File: config.mk
export PLATFORM = sky130hd
export DESIGN_NAME = cpu_status_reg
export DESIGN_NICKNAME = d
export VERILOG_FILES = /design/src/rtl/cpu_status_pkg.sv /design/src/rtl/cpu_status_alu_merge.sv /design/src/rtl/cpu_status_next.sv /design/src/rtl/cpu_status_store.sv /design/src/rtl/cpu_status_reg.sv
export SDC_FILE = /design/constraint.sdc
export NUM_CORES = 1
export LEC_CHECK = 0
export ABC_AREA = 1
export BUFFER_PORTS_ARGS = -buffer_cell sky130_fd_sc_hd__clkbuf_2
export CAP_MARGIN = 5
export CORE_MARGIN = 5
export CORE_UTILIZATION = 30
export DETAILED_ROUTE_END_ITERATION = 8
export PLACE_DENSITY = 0.76
export SLEW_MARGIN = 25
export SYNTH_ARGS = -nofsm -noshare
export SYNTH_HDL_FRONTEND = slang
export SYNTH_SLANG_ARGS = --single-unit
File: constraint.sdc
create_clock -name clk -period 0.8 [get_ports clk]
set_input_delay 0.16 -clock clk [delete_from_list [all_inputs] [get_ports clk]]
set_output_delay 0.16 -clock clk [all_outputs]
set_load 0.02 [all_outputs]
File: src/rtl/cpu_status_pkg.sv
package cpu_status_pkg;

    localparam int BYTE_W  = 8;
    localparam int POS_N   = 7;
    localparam int POS_V   = 6;
    localparam int POS_ONE = 5;
    localparam int POS_BRK = 4;
    localparam int POS_D   = 3;
    localparam int POS_I   = 2;
    localparam int POS_Z   = 1;
    localparam int POS_C   = 0;

    localparam int ALU_W = 4;
    localparam int ALU_N = 3;
    localparam int ALU_V = 2;
    localparam int ALU_Z = 1;
    localparam int ALU_C = 0;

    localparam int CMD_W = 3;

    typedef struct packed {
        logic n;
        logic v;
        logic d;
        logic i;
        logic z;
        logic c;
    } flags_t;

    localparam flags_t FLAGS_RESET = '{n: 1'b0, v: 1'b0, d: 1'b0, i: 1'b1, z: 1'b0, c: 1'b0};

    typedef enum logic [CMD_W-1:0] {
        CMD_NONE  = 3'd0,
        CMD_CLR_C = 3'd1,
        CMD_SET_C = 3'd2,
        CMD_CLR_I = 3'd3,
        CMD_SET_I = 3'd4,
        CMD_CLR_D = 3'd5,
        CMD_SET_D = 3'd6,
        CMD_CLR_V = 3'd7
    } flag_cmd_e;

    // Positions 5 and 4 of the byte carry no storage and are dropped here.
    function automatic flags_t unpack_byte(input logic [BYTE_W-1:0] b);
        flags_t f;
        f.n = b[POS_N];
        f.v = b[POS_V];
        f.d = b[POS_D];
        f.i = b[POS_I];
        f.z = b[POS_Z];
        f.c = b[POS_C];
        return f;
    endfunction

    function automatic logic [BYTE_W-1:0] pack_byte(input flags_t f, input logic brk);
        logic [BYTE_W-1:0] b;
        b          = '0;
        b[POS_N]   = f.n;
        b[POS_V]   = f.v;
        b[POS_ONE] = 1'b1;
        b[POS_BRK] = brk;
        b[POS_D]   = f.d;
        b[POS_I]   = f.i;
        b[POS_Z]   = f.z;
        b[POS_C]   = f.c;
        return b;
    endfunction

    function automatic logic [ALU_W-1:0] alu_view(input flags_t f);
        logic [ALU_W-1:0] a;
        a[ALU_N] = f.n;
        a[ALU_V] = f.v;
        a[ALU_Z] = f.z;
        a[ALU_C] = f.c;
        return a;
    endfunction

endpackage

File: src/rtl/cpu_status_alu_merge.sv
module cpu_status_alu_merge
    import cpu_status_pkg::*;
#(
    parameter int N_BITS = ALU_W
) (
    input  logic [N_BITS-1:0] cur_bits,
    input  logic [N_BITS-1:0] wr_en,
    input  logic [N_BITS-1:0] wr_val,
    output logic [N_BITS-1:0] merged
);

    for (genvar g = 0; g < N_BITS; g++) begin : g_bit
        assign merged[g] = wr_en[g] ? wr_val[g] : cur_bits[g];
    end

endmodule

File: src/rtl/cpu_status_next.sv
module cpu_status_next
    import cpu_status_pkg::*;
(
    input  flags_t              cur,
    input  logic [ALU_W-1:0]    alu_bits,
    input  logic [CMD_W-1:0]    cmd,
    input  logic                irq_push,
    input  logic                load_en,
    input  logic [BYTE_W-1:0]   load_byte,
    output flags_t              nxt
);

    flag_cmd_e cmd_e;
    assign cmd_e = flag_cmd_e'(cmd);

    always_comb begin
        // Lowest priority: ALU results.
        nxt   = cur;
        nxt.n = alu_bits[ALU_N];
        nxt.v = alu_bits[ALU_V];
        nxt.z = alu_bits[ALU_Z];
        nxt.c = alu_bits[ALU_C];

        // Single-flag commands override the ALU.
        case (cmd_e)
            CMD_CLR_C: nxt.c = 1'b0;
            CMD_SET_C: nxt.c = 1'b1;
            CMD_CLR_I: nxt.i = 1'b0;
            CMD_SET_I: nxt.i = 1'b1;
            CMD_CLR_D: nxt.d = 1'b0;
            CMD_SET_D: nxt.d = 1'b1;
            CMD_CLR_V: nxt.v = 1'b0;
            default:   ;
        endcase

        // Hardware interrupt push masks further interrupts.
        if (irq_push) begin
            nxt.i = 1'b1;
        end

        // A pull from the stack replaces everything.
        if (load_en) begin
            nxt = unpack_byte(load_byte);
        end
    end

endmodule

File: src/rtl/cpu_status_store.sv
module cpu_status_store
    import cpu_status_pkg::*;
#(
    parameter flags_t RST_VAL = FLAGS_RESET
) (
    input  logic   clk,
    input  logic   rst,
    input  flags_t d,
    output flags_t q
);

    always_ff @(posedge clk) begin
        if (rst) begin
            q <= RST_VAL;
        end else begin
            q <= d;
        end
    end

endmodule

File: src/rtl/cpu_status_reg.sv
module cpu_status_reg
    import cpu_status_pkg::*;
(
    input  logic              clk,
    input  logic              rst,
    input  logic              load_en,
    input  logic [7:0]        load_byte,
    input  logic [2:0]        cmd,
    input  logic [3:0]        alu_we,
    input  logic [3:0]        alu_val,
    input  logic              push_en,
    input  logic              push_hw,
    output logic [7:0]        status_o,
    output logic [7:0]        push_o
);

    flags_t              flags_q;
    flags_t              flags_d;
    logic [ALU_W-1:0]    alu_merged;
    logic                irq_push;

    assign irq_push = push_en & push_hw;

    cpu_status_alu_merge #(
        .N_BITS (ALU_W)
    ) u_alu_merge (
        .cur_bits (alu_view(flags_q)),
        .wr_en    (alu_we),
        .wr_val   (alu_val),
        .merged   (alu_merged)
    );

    cpu_status_next u_next (
        .cur       (flags_q),
        .alu_bits  (alu_merged),
        .cmd       (cmd),
        .irq_push  (irq_push),
        .load_en   (load_en),
        .load_byte (load_byte),
        .nxt       (flags_d)
    );

    cpu_status_store #(
        .RST_VAL (FLAGS_RESET)
    ) u_store (
        .clk (clk),
        .rst (rst),
        .d   (flags_d),
        .q   (flags_q)
    );

    // Internal read always shows the break position as one.
    assign status_o = pack_byte(flags_q, 1'b1);
    // Stack copy: break position marks a software-caused push.
    assign push_o   = pack_byte(flags_q, ~push_hw);

endmodule

==> results of run 1 <==
-- final cells by class --
class                   count  area [µm²]  share of cell area (%)
clock buffers               3        22.5                    3.24
inverters                  13        48.8                    7.03
flip-flops and latches      6         140                    20.2
repair buffers             35         283                    40.7
multi-input cells          41         181                    26.1
well taps                  15        18.8                    2.70
-- path summary, 6_finish.rpt --
check,to,slack [ps],cells past startpoint
hold reg to reg,u_store.q[3],540,2
setup reg to reg,u_store.q[1],10,4
hold / removal,u_store.q[2],130,3
setup / recovery,push_o[1],-80,1
-- kinds of logic (layout without fill, tap and decap cells) --
| family | Yosys count | in the layout |
|---|---|---|
| flip-flops | 6 | 6 |
| AND/OR/NAND/NOR | 24 | 24 |
| buffers and inverters | 22 | 51 |
| other | 1 | 3 |
| AO/OA/AOI/OAI | 14 | 14 |
-- per-layer routing --
metal	global-route usage, %	vias to the layer above
li1	-	261
met1	12.7	193
met2	14.4	27
met3	3.83	5
met4	8.29	0
met5	0	-
-- cell usage after synthesis (all sizes together) --
master / number / share of area [%]
buf: 9 / 16
inv: 13 / 12
nor2: 7 / 6.4
nand3: 6 / 7.3
conb: 1 / 0.91
o211ai: 1 / 1.8
a21oi: 5 / 6.1
dfxtp: 6 / 29
nand2: 11 / 10
o21ai: 8 / 9.8
-- power by group through the flow --
stage	Combinational (µW)	Sequential (µW)	Clock, µW
3_3_place_gp	263	345	0
5_1_grt	373	357	305
6_report	340	352	273
3_5_place_dp	267	345	0
2_1_floorplan	157	373	0
4_1_cts	326	350	287
-- repair_timing --
action | 4_1_cts | 5_1_grt
gates resized for setup | 27 | 17
endpoints found under the setup margin | 12 | 12
pin swaps | 0 | 0
-- through the flow --
step,worst slack [ps],total power [µW]
floorplan,19.9,530
global placement,13.8,608
detailed placement,-15.0,612
CTS,-103,963
global route,-106,1030
finish,-83.7,966
==> flow_metrics.py, run 1 <==
metrics = {
    "yosys": {
        "netlist-cell-type-count": 11,
        "ys_warn_count": 0,
        "synth_compound_area_share_pct": 17.7,
        "synth_fa_ha_area_share_pct": 0,
        "synth_xor_area_share_pct": 0,
        "synth_area_um2": 410,
        "synth_mux_area_share_pct": 0,
        "synth_top_family_by_area": "buffers and inverters",
        "synth_seq_cells": 6,
        "syn_area_per_cell_um2": 6.13,
        "seq_area_frac_synth_pct": 29.3,
        "netlist_instances": 67,
        "synthSimpleGateAreaFrac_pct": 23.8,
    },
    "clocking": {
        "htreeDepth": 1,
        "holdBufCountCts": 0,
        "cts_tree": "built",
        "post_cts_buffers": 0,
        "clk_path_buf_depth": 2,
        "cts_buffers": 3,
        "cts_root_buf": "clkbuf_4",
        "cts_sinks": 6,
        "path_clk_slew_ps": 40,
        "insertion_delay_ps": 240,
    },
    "grt": {
        "grt_usage_pct": 10.4,
        "grt.overflow.total": 0,
        "grt_first_pass_wirelength_um": 1610,
        "grt_max_degree": 10,
        "grt_pass1_vias": 427,
        "antenna_found_initial": 0,
    },
    "finish": {
        "fin_cells": 113,
        "final_common_cell": "clkbuf_2",
        "reg_top3": "u_store.q: 6 flops",
        "post_route_cells_drive_above_1_share_pct": 45.9,
        "largest_reg_flops": 6,
        "final_cell_mix": "clkbuf_2, inv_1, nand2_1, buf_8, o21ai_0",
        "antenna_cells": 0,
        "utilization_pct": 53.4,
        "syn_to_final_growth_pct": 69.2,
        "n_fill_cell": 139,
        "regMostFlops": "u_store.q",
        "nets": 124,
        "design_area_um2": 694,
    },
    "pwr": {
        "pwr-share-clk_pct": 28.3,
        "intPower_uw": 668,
        "powerDensity_mw_per_mm2": 1390,
        "p_switching_uw": 297,
        "switching_share_pct": 30.8,
        "power_leakage_uw": 0.000393,
        "ir_worst_vdd_mv": 0.772,
        "pwr-share-comb_pct": 35.2,
        "p_seq_share_pct": 36.5,
    },
    "hold_path": {
        "worstHoldStart": "load_byte[2]",
        "min-delay-path-class": "primary input to register",
    },
    "run_status": {
        "violations": "negative setup slack",
        "run_status": "complete, but fails checks",
    },
    "worst_setup_path": {
        "crit_path_start": "u_store.q[1]",
        "cp_max_fo": 3,
        "required_ps": 640,
        "path_cells": "buf_8",
        "critPathLaunchType": "register",
        "rr_startpoint": "u_store.q[1]",
        "crit_buf_inv": 1,
        "cpLargestDelayFamily": "flip-flops",
        "crit_arrival_ps": 720,
        "crit_type": "register to output pin",
        "cpMaxStageDelayCell": "dfxtp_4",
        "end_kind": "output pin",
        "cpPeakStageDelay_ps": 350,
    },
    "timing": {
        "fin_crit_ps": 884,
        "finalHoldViolCount": 0,
        "whs_ps": 133,
        "setup_tns_ps": -934,
        "setup_viol": 12,
        "finalWorstSetupSlack_ps": -83.7,
        "fin_crit_sh_pct": 110,
        "slew_violations": 0,
        "clock.fmax_mhz": 1130,
        "skew_ps": 0,
        "rsz0062_at_grt": "true",
    },
    "drt": {
        "antenna_left": 0,
        "vias": 486,
        "dr_wl_met2_um": 461,
        "met3WireLength_um": 135,
        "highest_layer": "met4",
        "routed_wl_um": 1040,
        "vias_per_cell": 4.30,
        "drc": 0,
        "dr.pass1.iters": 4,
        "wl_met1_um": 409,
        "wl_per_cell_um": 9.18,
        "drt_iter0_markers": 9,
    },
    "place": {
        "gp_congestion": 0.679,
        "io_buffers": 34,
        "dpl_cell_area_um2": 548,
        "dp_hpwl_um": 852,
        "place_inst": 110,
    },
    "die": {
        "fp.dieW_um": 47.0,
        "rows": 13,
        "coreArea_mm2": 0.00130,
        "dieArea_mm2": 0.00221,
        "io_pins": 40,
        "die_y_um": 47.0,
        "start_util_pct": 31.5,
    },
    "run": {
        "maxCapViolCount": 0,
    },
}
No activity file was read; power rests on OpenSTA's default activity.
==> run 2: changes to the inputs <==
--- a/config.mk
+++ b/config.mk
@@ -12,2 +12,3 @@
 export CORE_UTILIZATION = 30
+export CTS_CLUSTER_SIZE = 25
 export DETAILED_ROUTE_END_ITERATION = 8
==> constraint.sdc (replaced) <==
create_clock -name clk -period 0.8 [get_ports clk]
set_input_delay 0.08 -clock clk [delete_from_list [all_inputs] [get_ports clk]]
set_output_delay 0.08 -clock clk [all_outputs]
set_load 0.02 [all_outputs]
==> run 2 against run 1 <==
The flow still finishes with violations (negative setup slack). Flip-flop and latch count is the same. Setup slack improved by 76 ps. Sequential share of layout area grew 0.069 points. Critical path depth did not move. Combinational power increased by 3%. Largest power group unchanged. Highest routed layer unchanged.
==> flow_metrics.py, run 2 (same netlist as run 1, synthesis figures left out) <==
metrics = {
    "run_status": {
        "run_status": "complete, but fails checks",
        "violations": "negative setup slack",
    },
    "pwr": {
        "pwr-share-clk_pct": 28.6,
        "p_switching_uw": 313,
        "p_seq_share_pct": 35.8,
        "power_leakage_uw": 0.000393,
        "powerDensity_mw_per_mm2": 1400,
        "pwr-share-comb_pct": 35.6,
        "intPower_uw": 675,
        "ir_worst_vdd_mv": 0.705,
        "switching_share_pct": 31.7,
    },
    "clocking": {
        "clk_path_buf_depth": 2,
        "path_clk_slew_ps": 50,
        "htreeDepth": 1,
        "cts_root_buf": "clkbuf_4",
        "cts_sinks": 6,
        "cts_tree": "built",
        "cts_buffers": 3,
        "insertion_delay_ps": 240,
        "post_cts_buffers": 0,
    },
    "grt": {
        "antenna_found_initial": 0,
        "grt.overflow.total": 0,
        "grt_usage_pct": 11.6,
        "grt_max_degree": 10,
        "grt_first_pass_wirelength_um": 1840,
        "grt_pass1_vias": 459,
    },
    "finish": {
        "reg_top3": "u_store.q: 6 flops",
        "final_cell_mix": "clkbuf_2, inv_1, buf_8, nand2_1, nor2_1",
        "post_route_cells_drive_above_1_share_pct": 45.4,
        "final_common_cell": "clkbuf_2",
        "fin_cells": 112,
        "largest_reg_flops": 6,
        "nets": 123,
        "syn_to_final_growth_pct": 71.6,
        "regMostFlops": "u_store.q",
        "antenna_cells": 0,
    },
    "place": {
        "dp_hpwl_um": 928,
        "dp_slack_ps": 23.9,
        "place_inst": 109,
        "io_buffers": 34,
        "gp_congestion": 0.676,
    },
    "die": {
        "io_pins": 40,
        "start_util_pct": 31.5,
        "rows": 13,
        "coreArea_mm2": 0.00130,
        "fp.dieW_um": 47.0,
        "dieArea_mm2": 0.00221,
        "die_y_um": 47.0,
    },
    "timing": {
        "clock.fmax_mhz": 1240,
        "fin_crit_ps": 807,
        "setup_tns_ps": -43.2,
        "setup_viol": 10,
        "fin_crit_sh_pct": 101,
        "skew_ps": 0,
        "finalWorstSetupSlack_ps": -7.32,
        "slew_violations": 0,
        "rsz0062_at_grt": "true",
        "finalHoldViolCount": 0,
    },
    "drt": {
        "drt_iter0_markers": 15,
        "vias": 505,
        "vias_per_cell": 4.51,
        "dr.pass1.iters": 4,
        "drc": 0,
        "antenna_left": 0,
        "wl_per_cell_um": 10.0,
        "routed_wl_um": 1120,
    },
    "worst_setup_path": {
        "critPathLaunchType": "register",
        "rrSetupSlack_ps": 60,
        "crit_arrival_ps": 730,
        "crit_type": "register to output pin",
        "rr_startpoint": "u_store.q[5]",
        "cp_max_fo": 3,
        "path_cells": "buf_8",
        "cpLargestDelayFamily": "flip-flops",
        "end_kind": "output pin",
        "ff2ff_path_depth": 4,
        "required_ps": 720,
        "cp-endpoint": "push_o[3]",
        "cpMaxStageDelayCell": "dfxtp_4",
        "crit_buf_inv": 1,
        "cp.depth": 1,
        "crit_path_start": "u_store.q[3]",
        "rr_endpoint": "u_store.q[5]",
        "cpPeakStageDelay_ps": 360,
    },
    "run": {
        "maxCapViolCount": 0,
    },
    "hold_path": {
        "min-delay-path-class": "primary input to register",
    },
}
run 2: power groups by stage:
stage / Combinational, µW / Clock [µW] / Sequential, µW
global route: 384 / 305 / 359
finish: 351 / 283 / 354
floorplan: 157 / 0 / 373
CTS: 333 / 285 / 351
detailed placement: 266 / 0 / 346
global placement: 259 / 0 / 345
run 2: worst min-delay path by stage:
stage | start | cells past startpoint | slack, ps | end
3_3_place_gp | load_byte[2] | 3 | 300 | u_store.q[2]
2_1_floorplan | rst | 2 | 180 | u_store.q[2]
5_1_grt | load_byte[2] | 3 | 60 | u_store.q[2]
4_1_cts | load_byte[2] | 3 | 50 | u_store.q[2]
6_report | load_byte[2] | 3 | 50 | u_store.q[2]
3_5_place_dp | load_byte[2] | 3 | 300 | u_store.q[2]
run 2: layout make-up:
class	count	area (µm²)
fillers	130	597
repair buffers	34	290
multi-input cells	41	181
flip-flops and latches	6	143
inverters	13	48.8
clock buffers	3	22.5
well taps	15	18.8
run 2: routing by layer:
| layer | vias to the layer above | global-route usage [%] | share of wire [%] |
|---|---|---|---|
| li1 | 259 | - | - |
| met1 | 218 | 13.5 | 38 |
| met2 | 24 | 18.2 | 47 |
| met3 | 4 | 4.60 | 12 |
| met4 | 0 | 6.63 | 1.9 |
| met5 | - | 0 | 0 |
run 2: per-stage QoR:
stage / power (µW) / utilization, % / hold slack (ps) / area [µm²]
final: 988 / 54.1 / 48.3 / 704
after global routing: 1050 / 54.1 / 57.3 / 704
after CTS: 970 / 51.8 / 50.0 / 674
after detailed placement: 612 / 41.5 / 301 / 541
after global placement: 604 / 41.5 / 295 / 541
after floorplan: 530 / - / 175 / 419
run 2: worst register-to-register path, stage by stage (launching register included):
cell     delay (ps)
dfxtp_4         350
inv_1            50
o21ai_0          60
o21ai_1         120
inv_1            40
run 2: timing repair:
item	4_1_cts	5_1_grt
pin swaps	0	1
hold buffers	0	0
setup endpoints to repair	12	13
gates resized for setup	29	21
==> run 3: changes to the inputs <==
Settings changed: PLACE_DENSITY 0.76 to default, PLACE_DENSITY_LB_ADDON from default to 0.05.
==> run 3 against run 2 <==
Largest power group unchanged. Clock skew stayed put. Final cell count grew 0.89%. Utilization fell by 0.38 points. Worst hold slack improved by 5.2 ps. Critical path type unchanged. Sequential power about the same. First-iteration DRC count is 60% lower. The flow still finishes with violations (negative setup slack). Critical path depth stayed put. Via count shrank 3.4%. Critical endpoint is now status_o[3]. Flip-flop and latch count stayed put. Cell area decreased by 0.71%. Fmax decreased by 0.88%. Highest routed layer unchanged.
==> flow_metrics.py, run 3 (same netlist as run 1, synthesis figures left out) <==
metrics = {
    "run_status": {
        "run_status": "complete, but fails checks",
        "violations": "negative setup slack",
    },
    "clocking": {
        "htreeDepth": 1,
        "cts_buffers": 3,
        "holdBufCountCts": 0,
        "cts_tree": "built",
        "clk_path_buf_depth": 2,
        "cts_sinks": 6,
        "insertion_delay_ps": 240,
        "cts_root_buf": "clkbuf_4",
        "path_clk_slew_ps": 40,
    },
    "place": {
        "io_buffers": 34,
        "gp_congestion": 0.637,
        "dp_hpwl_um": 829,
        "place_inst": 110,
    },
    "worst_setup_path": {
        "end_kind": "output pin",
        "crit_arrival_ps": 730,
        "required_ps": 720,
        "crit_type": "register to output pin",
        "cpPeakStageDelay_ps": 340,
        "path_cells": "clkbuf_8",
        "crit_buf_inv": 1,
        "cpLargestDelayFamily": "flip-flops",
        "cpMaxStageDelayCell": "dfxtp_2",
        "critPathLaunchType": "register",
        "cp_max_fo": 3,
    },
    "pwr": {
        "powerDensity_mw_per_mm2": 1400,
        "ir_worst_vdd_mv": 0.792,
        "power_leakage_uw": 0.000395,
    },
    "drt": {
        "wl_per_cell_um": 9.55,
        "drt_iter0_markers": 6,
        "vias": 488,
        "highest_layer": "met4",
        "antenna_left": 0,
        "dr_wl_met2_um": 550,
        "wl_met1_um": 376,
        "dr.pass1.iters": 4,
        "routed_wl_um": 1080,
        "vias_per_cell": 4.32,
        "drc": 0,
        "met3WireLength_um": 135,
    },
    "hold_path": {
        "min-delay-path-class": "primary input to register",
    },
    "timing": {
        "skew_ps": 0,
        "slew_violations": 0,
        "whs_ps": 53.5,
        "finalWorstSetupSlack_ps": -14.5,
        "finalHoldViolCount": 0,
        "fin_crit_ps": 814,
        "fin_crit_sh_pct": 102,
        "setup_viol": 9,
        "clock.fmax_mhz": 1230,
        "rsz0062_at_grt": "true",
    },
    "grt": {
        "grt.overflow.total": 0,
        "grt_pass1_vias": 399,
        "grt_usage_pct": 10.2,
        "grt_max_degree": 10,
        "antenna_found_initial": 0,
        "grt_first_pass_wirelength_um": 1530,
    },
    "finish": {
        "utilization_pct": 53.8,
        "final_cell_mix": "clkbuf_2, inv_1, nand2_1, nor2_1",
        "n_fill_cell": 143,
        "reg_top3": "u_store.q: 6 flops",
        "antenna_cells": 0,
        "seqCellArea_um2": 135,
        "regMostFlops": "u_store.q",
        "post_route_cells_drive_above_1_share_pct": 48.0,
        "multiInputGateArea_um2": 189,
        "final_common_cell": "clkbuf_2",
        "nets": 124,
        "fin_cells": 113,
        "largest_reg_flops": 6,
        "syn_to_final_growth_pct": 70.4,
    },
    "die": {
        "start_util_pct": 31.5,
        "fp.dieW_um": 47.0,
        "rows": 13,
        "die_y_um": 47.0,
        "coreArea_mm2": 0.00130,
        "dieArea_mm2": 0.00221,
        "io_pins": 40,
    },
    "run": {
        "maxCapViolCount": 0,
    },
}
[run 3: cell types whose count changed in the layout (fill, tap and decap cells not counted)]
cell      change
o21ai_2       +1
a21oi_2       +1
o21ai_0       +1
a21oi_1       -1
dfxtp_2       +3
buf_6         +2
buf_8         -6
clkbuf_8      +4
dfxtp_4       -3
buf_4         +1
o21ai_1       -2
[run 3: report_power, final]
part	internal (µW)	leakage, µW	total [µW]	switching [µW]
clock network	170	0.0000138	277	108
registers	325	0.0000520	352	27.9
logic	178	0.000329	347	168
total	673	0.000395	976	304
[run 3: cell type report]
type	instances	share of cell area [%]
Timing Repair Buffer	35	40.8
Multi-Input combinational cell	41	27.0
Sequential cell	6	19.3
Inverter	13	6.98
Clock buffer	3	3.22
Tap cell	15	2.68
[run 3: repair_timing]
item,in CTS,in global routing
resized for setup,27,17
endpoints found under the hold margin,0,0
buffers inserted,0,0
setup endpoints to repair,12,14
pin swaps,0,0
[run 3: metal layers]
layer | global-route usage (%) | up-vias
met5 | 0 | -
met3 | 3.45 | 2
met2 | 17.1 | 22
met1 | 10.3 | 203
li1 | - | 261
met4 | 8.29 | 0
[run 3: worst paths after layout]
path	endpoint	slack, ps	startpoint	depth (start not counted)
setup / recovery	status_o[3]	-10	u_store.q[3]	1
hold / removal	u_store.q[2]	50	load_byte[2]	3
setup reg to reg	u_store.q[4]	70	u_store.q[4]	2
hold reg to reg	u_store.q[3]	510	u_store.q[3]	2
[run 3: through the flow]
| step | TNS [ps] | area, µm² | total power (µW) | setup WS [ps] |
|---|---|---|---|---|
| CTS | -227 | 669 | 967 | -22.2 |
| global placement | 0 | 548 | 611 | 70.3 |
| detailed placement | 0 | 548 | 611 | 56.9 |
| global route | -245 | 699 | 1030 | -30.6 |
| floorplan | 0 | 419 | 530 | 19.9 |
| finish | -46.1 | 699 | 976 | -14.5 |
